`src/rtl/ccd_hreg_pkg.sv`:
```
`timescale 1ns/1ps
package ccd_hreg_pkg;

    localparam int NUM_PHASES = 3;

    typedef enum logic [1:0] {
        PCLS_DUMMY    = 2'b00,
        PCLS_BLACK    = 2'b01,
        PCLS_OVERSCAN = 2'b10,
        PCLS_ACTIVE   = 2'b11
    } pix_class_e;

    typedef struct packed {
        logic ph_a;
        logic ph_b;
        logic ph_c;
    } tri_phase_t;

    // Level of a half-duty phase whose high window opens at sub-phase 'start'.
    function automatic logic phase_high(input int sub, input int start, input int subs);
        int rel;
        rel = (sub + subs - start) % subs;
        return (rel < (subs / 2));
    endfunction

    // Class of a column in the fixed line order, dummy past the end.
    function automatic pix_class_e class_of(input int n, input int nd, input int nb,
                                            input int no, input int na);
        pix_class_e c;
        if (n < nd)                          c = PCLS_DUMMY;
        else if (n < nd + nb)                c = PCLS_BLACK;
        else if (n < nd + nb + no)           c = PCLS_OVERSCAN;
        else if (n < nd + nb + no + na)      c = PCLS_ACTIVE;
        else if (n < nd + nb + 2*no + na)    c = PCLS_OVERSCAN;
        else if (n < nd + 2*nb + 2*no + na)  c = PCLS_BLACK;
        else                                 c = PCLS_DUMMY;
        return c;
    endfunction

endpackage

```
`src/rtl/ccd_hreg_tick.sv`:
```
`timescale 1ns/1ps
module ccd_hreg_tick
    import ccd_hreg_pkg::*;
#(
    parameter int SUBS  = 6,
    parameter int SUB_W = $clog2(SUBS),
    parameter int COL_W = 11
) (
    input  logic             clk,
    input  logic             rst,
    input  logic             run,
    output logic [SUB_W-1:0] sub,
    output logic [COL_W-1:0] col,
    output logic             act,
    output logic             line_start,
    output logic             px_end
);
    localparam logic [SUB_W-1:0] SUB_LAST = SUB_W'(SUBS - 1);
    localparam logic [COL_W-1:0] COL_MAX  = '1;

    logic run_q;

    assign line_start = run & ~run_q;
    assign px_end     = act & (sub == SUB_LAST);

    always_ff @(posedge clk) begin
        if (rst) begin
            run_q <= 1'b0;
            sub   <= '0;
            col   <= '0;
            act   <= 1'b0;
        end else begin
            run_q <= run;
            if (line_start) begin
                sub <= '0;
                col <= '0;
                act <= 1'b1;
            end else if (run) begin
                act <= 1'b1;
                if (sub == SUB_LAST) begin
                    sub <= '0;
                    if (col != COL_MAX)
                        col <= col + 1'b1;
                end else begin
                    sub <= sub + 1'b1;
                end
            end else begin
                act <= 1'b0;
            end
        end
    end

    AST_SUB_BOUND: assert property (@(posedge clk) disable iff (rst)
        32'(sub) < SUBS);
    AST_RESTART_COL: assert property (@(posedge clk) disable iff (rst)
        line_start |=> (col == '0 && sub == '0 && act));
    AST_COL_STEP: assert property (@(posedge clk) disable iff (rst)
        (px_end && run && col != COL_MAX) |=> (col == $past(col) + 1'b1));
    AST_PAUSE_FREEZE: assert property (@(posedge clk) disable iff (rst)
        !run |=> ($stable(sub) && !act));

endmodule

```
`src/rtl/ccd_hreg_phase_gen.sv`:
```
`timescale 1ns/1ps
module ccd_hreg_phase_gen
    import ccd_hreg_pkg::*;
#(
    parameter int SUBS  = 6,
    parameter int SUB_W = $clog2(SUBS)
) (
    input  logic             clk,
    input  logic             rst,
    input  logic [SUB_W-1:0] sub,
    input  logic             act,
    input  logic             line_start,
    input  logic             mirror_in,
    output tri_phase_t       phases,
    output logic             rg
);
    localparam int STEP = SUBS / NUM_PHASES;

    logic [NUM_PHASES-1:0] lvl;
    logic                  mir_q;

    for (genvar g = 0; g < NUM_PHASES; g++) begin : g_ph
        assign lvl[g] = phase_high(32'(sub), g * STEP, SUBS);
    end

    always_ff @(posedge clk) begin
        if (rst)
            mir_q <= 1'b0;
        else if (line_start)
            mir_q <= mirror_in;
    end

    always_comb begin
        phases.ph_a = mir_q ? lvl[1] : lvl[0];
        phases.ph_b = mir_q ? lvl[0] : lvl[1];
        phases.ph_c = lvl[2];
    end

    assign rg = act & (sub == '0);

    AST_PHASE_COUNT: assert property (@(posedge clk) disable iff (rst)
        ($countones(phases) >= 1 && $countones(phases) <= 2));
    AST_RG_SINGLE: assert property (@(posedge clk) disable iff (rst)
        rg |=> !rg);

endmodule

```
`src/rtl/ccd_hreg_classify.sv`:
```
`timescale 1ns/1ps
module ccd_hreg_classify
    import ccd_hreg_pkg::*;
#(
    parameter int COL_W      = 11,
    parameter int N_DUMMY    = 7,
    parameter int N_BLACK    = 20,
    parameter int N_OVERSCAN = 4,
    parameter int N_ACTIVE   = 1024
) (
    input  logic [COL_W-1:0] col,
    output pix_class_e       cls
);
    always_comb begin
        cls = class_of(32'(col), N_DUMMY, N_BLACK, N_OVERSCAN, N_ACTIVE);
    end
endmodule

```
`src/rtl/ccd_hreg_sequencer.sv`:
```
`timescale 1ns/1ps
module ccd_hreg_sequencer
    import ccd_hreg_pkg::*;
#(
    parameter int SUBS       = 6,
    parameter int COL_W      = 11,
    parameter int N_DUMMY    = 7,
    parameter int N_BLACK    = 20,
    parameter int N_OVERSCAN = 4,
    parameter int N_ACTIVE   = 1024
) (
    input  logic             clk,
    input  logic             rst,
    input  logic             run,
    input  logic             mirror,
    output logic             c1,
    output logic             c2,
    output logic             c3,
    output logic             rg,
    output logic             pix_valid,
    output logic [1:0]       pix_class,
    output logic [COL_W-1:0] col_idx
);
    localparam int SUB_W    = $clog2(SUBS);
    localparam int LINE_LEN = N_DUMMY + 2*N_BLACK + 2*N_OVERSCAN + N_ACTIVE;

    logic [SUB_W-1:0] sub;
    logic [COL_W-1:0] col;
    logic             act;
    logic             line_start;
    logic             px_end;
    tri_phase_t       phases;
    pix_class_e       cls;

    ccd_hreg_tick #(.SUBS(SUBS), .SUB_W(SUB_W), .COL_W(COL_W)) u_tick (
        .clk(clk), .rst(rst), .run(run),
        .sub(sub), .col(col), .act(act),
        .line_start(line_start), .px_end(px_end)
    );

    ccd_hreg_phase_gen #(.SUBS(SUBS), .SUB_W(SUB_W)) u_phase (
        .clk(clk), .rst(rst), .sub(sub), .act(act),
        .line_start(line_start), .mirror_in(mirror),
        .phases(phases), .rg(rg)
    );

    ccd_hreg_classify #(
        .COL_W(COL_W), .N_DUMMY(N_DUMMY), .N_BLACK(N_BLACK),
        .N_OVERSCAN(N_OVERSCAN), .N_ACTIVE(N_ACTIVE)
    ) u_class (
        .col(col), .cls(cls)
    );

    assign c1        = phases.ph_a;
    assign c2        = phases.ph_b;
    assign c3        = phases.ph_c;
    assign pix_valid = px_end;
    assign pix_class = cls;
    assign col_idx   = col;

    AST_PAUSE_OUTPUTS: assert property (@(posedge clk) disable iff (rst)
        !run |=> ($stable({c1, c2, c3}) && !rg && !pix_valid));
    AST_RG_VALID_APART: assert property (@(posedge clk) disable iff (rst)
        !(rg && pix_valid));
    AST_TAIL_DUMMY: assert property (@(posedge clk) disable iff (rst)
        (pix_valid && 32'(col_idx) >= LINE_LEN) |-> (pix_class == 2'b00));

endmodule

```
`config.mk`:
```
export PLATFORM = sky130hd
export DESIGN_NAME = ccd_hreg_sequencer
export DESIGN_NICKNAME = d
export VERILOG_FILES = /design/src/rtl/ccd_hreg_pkg.sv /design/src/rtl/ccd_hreg_tick.sv /design/src/rtl/ccd_hreg_phase_gen.sv /design/src/rtl/ccd_hreg_classify.sv /design/src/rtl/ccd_hreg_sequencer.sv
export SDC_FILE = /design/constraint.sdc
export NUM_CORES = 1
export LEC_CHECK = 0
export BUFFER_PORTS_ARGS = -buffer_cell sky130_fd_sc_hd__clkbuf_2
export CAP_MARGIN = 20
export CORE_MARGIN = 4
export CORE_UTILIZATION = 45
export CTS_CLUSTER_SIZE = 30
export DETAILED_ROUTE_END_ITERATION = 6
export PLACE_DENSITY = 0.64
export SYNTH_ARGS = -nofsm -noshare
export SYNTH_HDL_FRONTEND = slang
export SYNTH_SLANG_ARGS = --single-unit
```
`constraint.sdc`:
```
create_clock -name clk -period 6.32 [get_ports clk]
set_clock_uncertainty 0.15 [all_clocks]
set_input_delay 0 -clock clk [delete_from_list [all_inputs] [get_ports clk]]
set_output_delay 0 -clock clk [all_outputs]
set_load 0.1 [all_outputs]
```
# ---- After elaboration in Yosys (flattened, before gate mapping)
# Cells that the tools add are included.
dict set report classes {
  addsub 5
  div_mod_pow 3
  order_cmp 9
  n_eq_ne 2
  muxes 11
  n_bitwise 4
  reduce_logical 3
}
# cell n
set op_table {}
lappend op_table {{32-bit by 3-bit less-than comparator with 1-bit output (second input constant)} 3}
lappend op_table {{32-bit by 4-bit modulo with 32-bit output (second input constant)} 3}
lappend op_table {{11-bit less-than comparator (second input constant)} 3}
lappend op_table {{32-bit by 3-bit subtractor with 32-bit output (second input constant)} 1}
lappend op_table {{32-bit by 4-bit subtractor with 32-bit output (second input constant)} 1}
lappend op_table {{11-bit by 5-bit less-than comparator with 1-bit output (second input constant)} 2}
lappend op_table {{11-bit by 1-bit adder with 11-bit output (second input constant)} 1}
lappend op_table {{11-bit by 3-bit less-than comparator with 1-bit output (second input constant)} 1}
lappend op_table {{11-bit != test (second input constant)} 1}
lappend op_table {{2-bit two-way mux} 5}
lappend op_table {{1-bit two-way mux} 5}
lappend op_table {{3-bit by 3-bit adder with 4-bit output (second input constant)} 1}
lappend op_table {{3-bit by 1-bit adder with 3-bit output (second input constant)} 1}
lappend op_table {{1-bit AND} 3}
lappend op_table {{3-bit == test (second input constant)} 1}
lappend op_table {{3-bit zero test} 1}
lappend op_table {{3-bit two-way mux} 1}
lappend op_table {{3-bit AND reduction} 1}
lappend op_table {{2-bit OR reduction} 1}
lappend op_table {{1-bit inverter} 1}
dict set report word_totals {
  ff_bits 17
  out_inout_bits 18
  wordCells 42
}

# ---- Logic depth before layout (Yosys ltp)
# Gate-level depths: netlist (run 1).
dict set report depth {
  ltp_word 7
  ltp_mapped 33
}

# ---- Modules after synthesis
# From an unflattened synthesis (run 1), not the netlist that was laid out.
dict set report hier_totals {
  hier_cells 370
  hier_area_um2 2757.6
}
# mod n_inst cells_each area_each_um2 seq_area_each_um2
set modules_own_cells {}
lappend modules_own_cells {ccd_hreg_phase_gen 1 272 1929.4 20.0}
lappend modules_own_cells {ccd_hreg_tick 1 83 724.4 320.3}
lappend modules_own_cells {ccd_hreg_classify 1 15 103.8 0.0}

# ---- Worst setup path after synthesis (run 1)
# No wires, ideal clock.
dict set report synth_path {
  kind {flip-flop to output port}
  start {register u_tick.sub[1]}
  end {output port c1}
  arrival_time_ns 7.866
  required_ns 6.170
  setup_slack_ns -1.696
  path_stages_with_launch 33
  n_path_buf 5
  path_cell_list {dfxtp_1 -> buf_4 -> inv_1 -> ha_1 -> ha_1 -> buf_2 -> inv_2 -> buf_4 -> ha_1 -> clkbuf_1 -> nand3_1 -> o211ai_1 -> nand2_1 -> buf_2 -> o21ai_1 -> nand2_1 -> a21o_1 -> o21ai_1 -> or3b_1 -> a22oi_2 -> o211ai_1 -> a221o_2 -> o311ai_4 -> nor4_1 -> nor2_1 -> inv_1 -> ha_1 -> o32a_1 -> o221ai_2 -> a31oi_1 -> a311oi_1 -> o221ai_1 -> o211ai_1}
}
dict set report synth_via {
  elab_chain_cells 5
}
# item line_no
set synth_lines {}
lappend synth_lines {{start: declaration} ccd_hreg_tick.sv:12} ;# output logic [SUB_W-1:0] sub,
lappend synth_lines {{start signal: assignment} ccd_hreg_tick.sv:45} ;# sub <= sub + 1'b1;
lappend synth_lines {{3-bit by 3-bit adder with 4-bit output *} ccd_hreg_pkg.sv:22} ;# rel = (sub + subs - start) % subs;
lappend synth_lines {{32-bit by 3-bit subtractor with 32-bit output} ccd_hreg_pkg.sv:22}
lappend synth_lines {{32-bit by 4-bit modulo with 32-bit output} ccd_hreg_pkg.sv:22}
lappend synth_lines {{32-bit by 3-bit less-than comparator with 1-bit output} ccd_hreg_pkg.sv:23} ;# return (rel < (subs / 2));
lappend synth_lines {{1-bit two-way mux *} ccd_hreg_phase_gen.sv:34} ;# phases.ph_a = mir_q ? lvl[1] : lvl[0];
lappend synth_lines {{end: declaration} ccd_hreg_sequencer.sv:16} ;# output logic c1,
# Mark *: on every way between the ends. The rest lies on a longest branch, timed or not.

# ---- Final worst setup path (run 1)
# Ends and elaborated chain as after synthesis.

==> results.json, run 1 <==
{
  "cts_tree": "done",
  "grt_pass1_wl_mm": 23.2,
  "grt_max_degree": 17,
  "p_switching_mw": 0.508,
  "start_util_pct": 47.2,
  "arrival_ns": 6.39,
  "timing.final.ws_setup_ns": -0.224,
  "cp_common_cell": "buf_4",
  "clockBufferDepth": 2,
  "p_int_mw": 0.538,
  "start_kind": "flop",
  "antenna_left": 0,
  "flow.area_growth_from_synthesis_pct": 40.9,
  "slowest_stage": "or4_1",
  "core_sq_um": 8340,
  "cts-root-buf": "clkbuf_8",
  "hp-start": "rst",
  "yosysUniqueCellTypes": 89,
  "synth-seq-cells": 17,
  "path_class": "flop to output port",
  "finalHoldViolCount": 0,
  "postSynth.asyncResetShare_pct": 0,
  "drive_gt1_share_pct": 36.5,
  "critPathBufInv": 6,
  "drc": 0,
  "cts_made_buffers": 3,
  "diodes": 0,
  "syn_avg_cell_area_sq_um": 6.89,
  "slew_violations": 0,
  "viasPerCell": 6.39,
  "insertion_delay_ns": 0.25,
  "maxSlewHeadroom_pct": 39.4,
  "ys_seq_area_share_pct": 8.65,
  "worstSetupEndpointType": "output port",
  "die_area_sq_um": 10300,
  "period_share_pct": 104,
  "yosys_most_used_dff": "dfxtp_1",
  "p_seq_share_pct": 10.6,
  "netlist_area_sq_um": 3930,
  "die_y_microns": 101,
  "switching_share_pct": 48.6,
  "cp_top_family": "compound AO/OA/AOI/OAI gates",
  "crit_required_ns": 6.17,
  "htreeDepth": 1,
  "max-cap-violations": 0,
  "hpwl_mm": 10.4,
  "dr.pass1.iters": 5,
  "syn_inst": 571,
  "holdWs_ns": 0.354,
  "grt-ovfl-total": 0,
  "final_cell_count_no_fill": 796,
  "comb_power_share_pct": 81.7,
  "syn_nets": 595,
  "cpPeakStageDelay_ns": 0.52,
  "post-route-util_pct": 66.5,
  "layout_min_cycle_time_ns": 6.54,
  "die_width_microns": 101,
  "reg2reg_from": "u_tick.sub[1]$_SDFFE_PP0P_",
  "status": "complete, but fails checks",
  "tightest_slew_ns": 0.903,
  "p_leak_nw": 2.28,
  "drt-initial-drc-count": 364,
  "yosysWarnings": 0,
  "final_cell_mix": "115 x buf_4, 60 x nor2_1, 54 x nand2_1",
  "vias": 5087,
  "fmax_ghz": 0.153,
  "ios": 22,
  "violations": "setup timing",
  "power_density_nw_per_um2": 189,
  "path_clk_slew_ns": 0.07,
  "irDropWorstVdd_v": 0.000164,
  "rsz0062_at_grt": "yes",
  "grt_usage_pct": 26.9,
  "portBuffers": 21,
  "gp_congestion": 0.986,
  "dp.cells": 753,
  "p_clk_share_pct": 7.7,
  "finalPower_mw": 1.05,
  "crit_fanout": 6,
  "critPathLaunch": "u_tick.sub[1]$_SDFFE_PP0P_",
  "grt_pass1_vias": 4925,
  "setup_viol": 2,
  "antenna_found_initial": 0,
  "fin_nets": 716,
  "finalWirelength_mm": 14.1,
  "hold_class": "input pin to flop",
  "layout_commonest_cell": "buf_4",
  "synth_edf_count": 0,
  "wire_per_inst_microns": 17.7,
  "fin_setup_tns_ns": -0.402,
  "rows": 33,
  "cts_sinks": 17
}
==> state kept, by name, indices dropped and copies added, names as in the netlist <==
register / cells
u_phase.mir_q: 1
u_tick.act: 1
u_tick.col: 11
u_tick.run_q: 1
u_tick.sub: 3
==> cells in the mapped netlist, types with 8 or more instances <==
cell | instances | area [sq um]
nor3_1 | 16 | 80.1
o21ai_0 | 31 | 155
mux2i_1 | 8 | 80.1
nand4_1 | 9 | 56.3
and3_1 | 14 | 87.6
or3_1 | 9 | 56.3
nor2_1 | 62 | 233
xnor2_1 | 11 | 96.3
nand2_1 | 56 | 210
nand3_1 | 25 | 125
o211ai_1 | 15 | 113
a21o_1 | 9 | 67.6
inv_1 | 10 | 37.5
clkbuf_1 | 16 | 60.1
dfxtp_1 | 17 | 340
nor2b_1 | 9 | 56.3
ha_1 | 20 | 250
a31oi_1 | 10 | 62.6
o21ai_1 | 10 | 50.1
a21oi_1 | 44 | 220
xor2_1 | 9 | 78.8
==> final cells by class <==
cell class / count / area, sq um
multi-input combinational: 515 / 3880
tap: 105 / 131
sequential: 17 / 345
inverter: 12 / 62.6
clock buffer: 3 / 41.3
timing repair buffer: 143 / 1080
clock inverter: 1 / 5.00
fill: 721 / 2800
==> worst paths after layout <==
kind	end	slack, ns	cells after the start
worst min-delay path	u_tick.act$_SDFF_PP0_	0.35	3
worst max-delay path	c1	-0.22	28
worst min register to register	u_tick.col[9]$_SDFFE_PP0P_	0.39	2
worst max register to register	u_tick.col[9]$_SDFFE_PP0P_	3.93	9
==> cell families after synthesis <==
family | Yosys count | share of synthesized area [%]
AND/OR/NAND/NOR | 249 | 32.7
buffers and inverters | 39 | 4.58
multiplexers | 13 | 3.53
AO/OA/AOI/OAI | 212 | 39.5
flip-flops | 17 | 8.65
XOR/XNOR | 20 | 4.45
adder cells (fa/ha/maj) | 21 | 6.62
==> through the flow <==
step / worst slack [ns] / instance area, sq um
2_1_floorplan: -0.951 / 4090
3_3_place_gp: 0.0319 / 4810
6_report: -0.224 / 5540
3_5_place_dp: -0.0948 / 4810
5_1_grt: -0.473 / 5540
4_1_cts: -0.0683 / 5300
==> worst min-delay path: stages <==
cell and delay (ns):
dlygate4sd3_1 0.53, clkbuf_2 0.13, nor2b_1 0.04
==> power by group through the flow <==
stage | registers (mW) | clock network, mW | logic, mW
detailed placement | 0.113 | 0 | 0.694
global placement | 0.113 | 0 | 0.684
global route | 0.111 | 0.0888 | 0.911
floorplan | 0.113 | 0 | 0.464
finish | 0.111 | 0.0808 | 0.855
CTS | 0.111 | 0.0811 | 0.766
==> metal layers <==
| layer | up-vias | track usage (%) | share of wire (%) |
|---|---|---|---|
| met4 | 0 | 11.6 | 3.7 |
| met2 | 199 | 46.8 | 49 |
| met3 | 59 | 1.52 | 4.6 |
| met5 | - | 0 | 0 |
| li1 | 2449 | - | - |
| met1 | 2380 | 34.2 | 43 |
==> what timing repair did <==
action	CTS	global route
buffers inserted	25	11
resized for setup	44	33
hold buffers	4	0
pin swaps	45	20
hold endpoints to repair	4	0
setup endpoints to repair	2	2
No activity file was read; power rests on OpenSTA's default activity.
==> run 2, diff against run 1 <==
- RECOVER_POWER: unset -> 100
==> results.json, run 2 (synthesis results as in run 1) <==
{
  "status": "complete, but fails checks",
  "violations": "setup timing",
  "max-cap-violations": 0,
  "antenna_left": 0,
  "power_density_nw_per_um2": 189,
  "portBuffers": 21,
  "timing.final.ws_setup_ns": -0.256,
  "clockBufferDepth": 2,
  "tightest_slew_ns": 1.18,
  "cts_sinks": 17,
  "cpPeakStageDelay_ns": 0.52,
  "insertion_delay_ns": 0.25,
  "top_register": "u_tick.col",
  "finalWirelength_mm": 14.1,
  "diodes": 0,
  "maxSlewHeadroom_pct": 21.7,
  "vias": 5051,
  "fin_nets": 716,
  "dr.pass1.iters": 5,
  "finalHoldViolCount": 0,
  "start_kind": "flop",
  "largest_reg_flops": 11,
  "die_area_sq_um": 10300,
  "final_cell_mix": "115 x buf_4, 60 x nor2_1, 54 x nand2_1",
  "crit_required_ns": 6.17,
  "multi_input_area_sq_um": 3880,
  "viasPerCell": 6.35,
  "fin_setup_tns_ns": -0.443,
  "drt-initial-drc-count": 360,
  "p_int_mw": 0.538,
  "irDropWorstVdd_v": 0.000162,
  "p_switching_mw": 0.508,
  "grt_max_degree": 17,
  "path_class": "flop to output port",
  "p_leak_nw": 2.23,
  "drc": 0,
  "die_width_microns": 101,
  "hold_class": "input pin to flop",
  "dp.cells": 753,
  "grt_pass1_wl_mm": 23.2,
  "switching_share_pct": 48.6,
  "setup_viol": 2,
  "grt_usage_pct": 26.9,
  "hpwl_mm": 10.4,
  "ios": 22,
  "comb_power_share_pct": 81.7,
  "worstSetupEndpointType": "output port",
  "cp_common_cell": "buf_4",
  "slew_violations": 0,
  "crit_fanout": 6,
  "htreeDepth": 1,
  "die_y_microns": 101,
  "regArea_sq_um": 345,
  "n_fill_cell": 728,
  "slowest_stage": "or4_1",
  "grt-ovfl-total": 0,
  "p_seq_share_pct": 10.6,
  "cts-root-buf": "clkbuf_8",
  "start_util_pct": 47.2,
  "post-route-util_pct": 66.2,
  "antenna_found_initial": 0,
  "layout_min_cycle_time_ns": 6.58,
  "flow.area_growth_from_synthesis_pct": 40.5,
  "place_ws_ns": -0.0948,
  "rsz0062_at_grt": "yes",
  "drive_gt1_share_pct": 34.3,
  "final_cell_count_no_fill": 796,
  "rows": 33,
  "period_share_pct": 104,
  "gp_congestion": 0.986,
  "cts_made_buffers": 3,
  "final_area_sq_um": 5530,
  "fmax_ghz": 0.152,
  "cts_tree": "done",
  "p_clk_share_pct": 7.7,
  "placed_cell_area_sq_um": 4810,
  "layout_commonest_cell": "buf_4",
  "wire_per_inst_microns": 17.7,
  "grt_pass1_vias": 4925,
  "path_clk_slew_ns": 0.07,
  "biggestRegsByFlops": "u_tick.col (11), u_tick.sub (3)",
  "arrival_ns": 6.43,
  "core_sq_um": 8340
}
## run 2: cell count changes in the layout (fill, tap and decap cells not counted)
cell,delta
clkbuf_1,+14
clkbuf_2,-14
or2_0,+1
or2_2,-1
## run 2: metal layers
metal / global-route usage [%] / wire length, microns / up-vias
met5: 0 / 0 / -
met4: 11.6 / 512 / 0
met3: 1.52 / 617 / 57
met2: 46.8 / 6820 / 196
met1: 34.2 / 6140 / 2359
li1: - / - / 2439
## run 2: layout make-up
cell class | instances | share of cell area (%)
Clock buffer | 3 | 0.747
Timing Repair Buffer | 143 | 19.2
Sequential cell | 17 | 6.25
Tap cell | 105 | 2.38
Clock inverter | 1 | 0.0906
Multi-Input combinational cell | 515 | 70.2
Inverter | 12 | 1.13
## run 2: path summary, 6_finish.rpt
kind / end / depth (start not counted) / start / slack (ns)
hold reg to reg: u_tick.col[9]$_SDFFE_PP0P_ / 2 / u_tick.col[9]$_SDFFE_PP0P_ / 0.39
setup reg to reg: u_tick.col[9]$_SDFFE_PP0P_ / 9 / u_tick.sub[1]$_SDFFE_PP0P_ / 3.91
setup / recovery: c1 / 28 / u_tick.sub[1]$_SDFFE_PP0P_ / -0.26
hold / removal: u_tick.act$_SDFF_PP0_ / 3 / rst / 0.35
## run 2: timing repair
item / 4_1_cts / 5_1_grt
resized for setup: 44 / 33
hold buffers: 4 / 0
endpoints found under the setup margin: 2 / 2
hold endpoints to repair: 4 / 0
buffers inserted: 25 / 11
pin swaps: 45 / 20
## run 2: worst max-delay path: cells and delay by family (launching register included)
kind	cells	cell delay [ns]
AOI/OAI and AO/OA	14	3.04
and+or+nand+nor	6	1.39
buffers and inverters	6	0.87
adders and majority gates	2	0.47
DFF	1	0.39
## run 2: power groups by stage
stage	Combinational, mW	Clock, mW	Sequential (mW)
6_report	0.855	0.0806	0.111
5_1_grt	0.911	0.0888	0.111
4_1_cts	0.766	0.0811	0.111
3_5_place_dp	0.694	0	0.113
3_3_place_gp	0.684	0	0.113
2_1_floorplan	0.464	0	0.113
## run 2: per-stage QoR
| stage | power, mW | hold WS [ns] |
|---|---|---|
| CTS | 0.958 | 0.324 |
| global route | 1.11 | 0.392 |
| floorplan | 0.577 | -0.0784 |
| global placement | 0.797 | 0.0545 |
| detailed placement | 0.808 | 0.0542 |
| finish | 1.05 | 0.354 |
==> run 3, diff against run 2 <==
--- a/constraint.sdc
+++ b/constraint.sdc
@@ -4,2 +4,2 @@
 set_output_delay 0 -clock clk [all_outputs]
-set_load 0.1 [all_outputs]
+set_load 0.02 [all_outputs]
==> results.json, run 3 (synthesis results as in run 1) <==
{
  "irDropWorstVdd_v": 0.000175,
  "layout_commonest_cell": "buf_4",
  "gp_congestion": 0.988,
  "final_cell_count_no_fill": 778,
  "tightest_slew_ns": 0.852,
  "status": "complete, but fails checks",
  "top_register": "u_tick.col",
  "finalHoldViolCount": 0,
  "cpPeakStageDelay_ns": 0.44,
  "drt-initial-drc-count": 409,
  "wire_per_inst_microns": 18.4,
  "antenna_found_initial": 0,
  "die_width_microns": 101,
  "grt_max_degree": 17,
  "p_int_mw": 0.489,
  "period_share_pct": 101,
  "cp_common_cell": "buf_6",
  "timing.final.ws_setup_ns": -0.0919,
  "worstSetupEndpointType": "output port",
  "violations": "setup timing",
  "antenna_left": 0,
  "slew_violations": 0,
  "cts_made_buffers": 3,
  "hpwl_mm": 9.87,
  "largest_reg_flops": 11,
  "start_kind": "flop",
  "diodes": 0,
  "ios": 22,
  "dr.pass1.iters": 6,
  "fin_nets": 698,
  "rsz0062_at_grt": "yes",
  "switching_share_pct": 48.1,
  "fmax_ghz": 0.156,
  "core_sq_um": 8340,
  "holdWs_ns": 0.352,
  "p_leak_nw": 2.14,
  "cp.depth": 29,
  "grt_usage_pct": 26.6,
  "hold_class": "input pin to flop",
  "cts_tree": "done",
  "biggestRegsByFlops": "u_tick.col (11), u_tick.sub (3)",
  "htreeDepth": 1,
  "max-cap-violations": 0,
  "drive_gt1_share_pct": 34.2,
  "clockBufferDepth": 2,
  "grt-ovfl-total": 0,
  "path_class": "flop to output port",
  "insertion_delay_ns": 0.25,
  "maxSlewHeadroom_pct": 42.8,
  "grt_pass1_wl_mm": 23.2,
  "arrival_ns": 6.26,
  "p_clk_share_pct": 8.4,
  "cts-root-buf": "clkbuf_8",
  "crit_fanout": 8,
  "power_density_nw_per_um2": 172,
  "rr_worst_depth": 7,
  "final_cell_mix": "95 x buf_4, 58 x nor2_1, 52 x nand2_1",
  "cts_sinks": 17,
  "flow.area_growth_from_synthesis_pct": 39.3,
  "path_clk_slew_ns": 0.06,
  "cp_top_family": "simple AND/OR/NAND/NOR gates",
  "die_y_microns": 101,
  "finalWirelength_mm": 14.3,
  "viasPerCell": 6.65,
  "dp.cells": 724,
  "die_area_sq_um": 10300,
  "setup_viol": 2,
  "min_path_cells": 3,
  "slowest_stage": "or3b_4",
  "start_util_pct": 47.2,
  "p_seq_share_pct": 11.7,
  "drc": 0,
  "layout_min_cycle_time_ns": 6.41,
  "portBuffers": 21,
  "critPathBufInv": 5,
  "vias": 5171,
  "comb_power_share_pct": 79.9,
  "rows": 33,
  "p_switching_mw": 0.454,
  "grt_pass1_vias": 5033,
  "r2r_slack_ns": 4.01,
  "crit_required_ns": 6.17
}
==> run 3: changes by cell type in the layout (fill, tap and decap cells not counted), sizes merged <==
| cell | change |
|---|---|
| buf | -16 |
| clkbuf | -2 |
==> run 3: area by class of cell <==
cell class	instances	area, sq um
clock buffer	3	41.3
fill	728	2860
sequential	17	345
timing repair buffer	125	921
tap	105	131
clock inverter	1	5.00
multi-input combinational	515	3980
inverter	12	57.6
==> run 3: final timing paths <==
path,startpoint,end
max,u_tick.sub[1]$_SDFFE_PP0P_,c1
min,rst,u_phase.mir_q$_SDFFE_PP0P_
max reg2reg,u_tick.sub[0]$_SDFFE_PP0P_,u_tick.col[9]$_SDFFE_PP0P_
min reg2reg,u_tick.col[9]$_SDFFE_PP0P_,u_tick.col[9]$_SDFFE_PP0P_
==> run 3: worst register-to-register path, delay by kind of cell (launching register included) <==
kind            cells  cell delay, ns
compound gates      2            0.56
flops               1            0.33
buf+inv             1            0.24
simple gates        3            0.68
fa+ha+maj           1            0.28
==> run 3: power groups by stage <==
| stage | clock (mW) | combinational (mW) | sequential (mW) |
|---|---|---|---|
| finish | 0.0792 | 0.754 | 0.110 |
| global route | 0.0860 | 0.804 | 0.111 |
| CTS | 0.0826 | 0.651 | 0.110 |
| detailed placement | 0 | 0.557 | 0.113 |
| global placement | 0 | 0.547 | 0.113 |
| floorplan | 0 | 0.414 | 0.113 |
==> run 3: repair_timing <==
| item | 4_1_cts | 5_1_grt |
|---|---|---|
| buffers inserted | 37 | 9 |
| hold buffers | 4 | 0 |
| gates resized for setup | 62 | 41 |
| endpoints found under the setup margin | 2 | 2 |
| pin swaps | 48 | 42 |
| hold endpoints to repair | 4 | 0 |
==> run 3: stage by stage <==
step	utilization [%]	setup WS, ns	total power [mW]	cell area (sq um)	setup TNS [ns]
finish	65.7	-0.0919	0.943	5480	-0.184
global placement	54.4	-0.139	0.660	4530	-0.277
global route	65.7	-0.311	1.00	5480	-0.604
CTS	62.8	0.00409	0.845	5240	0
floorplan	-	0.00214	0.527	4060	0
detailed placement	54.4	-0.313	0.670	4530	-0.625
==> run 3: routing by layer <==
| layer | global-route usage (%) | part of all wire [%] | vias to the layer above | wire [microns] |
|---|---|---|---|---|
| li1 | - | - | 2402 | - |
| met1 | 32.6 | 40 | 2426 | 5730 |
| met2 | 47.6 | 50 | 278 | 7190 |
| met3 | 2.89 | 6.5 | 65 | 927 |
| met4 | 10.2 | 3.3 | 0 | 470 |
| met5 | 0 | 0 | - | 0 |
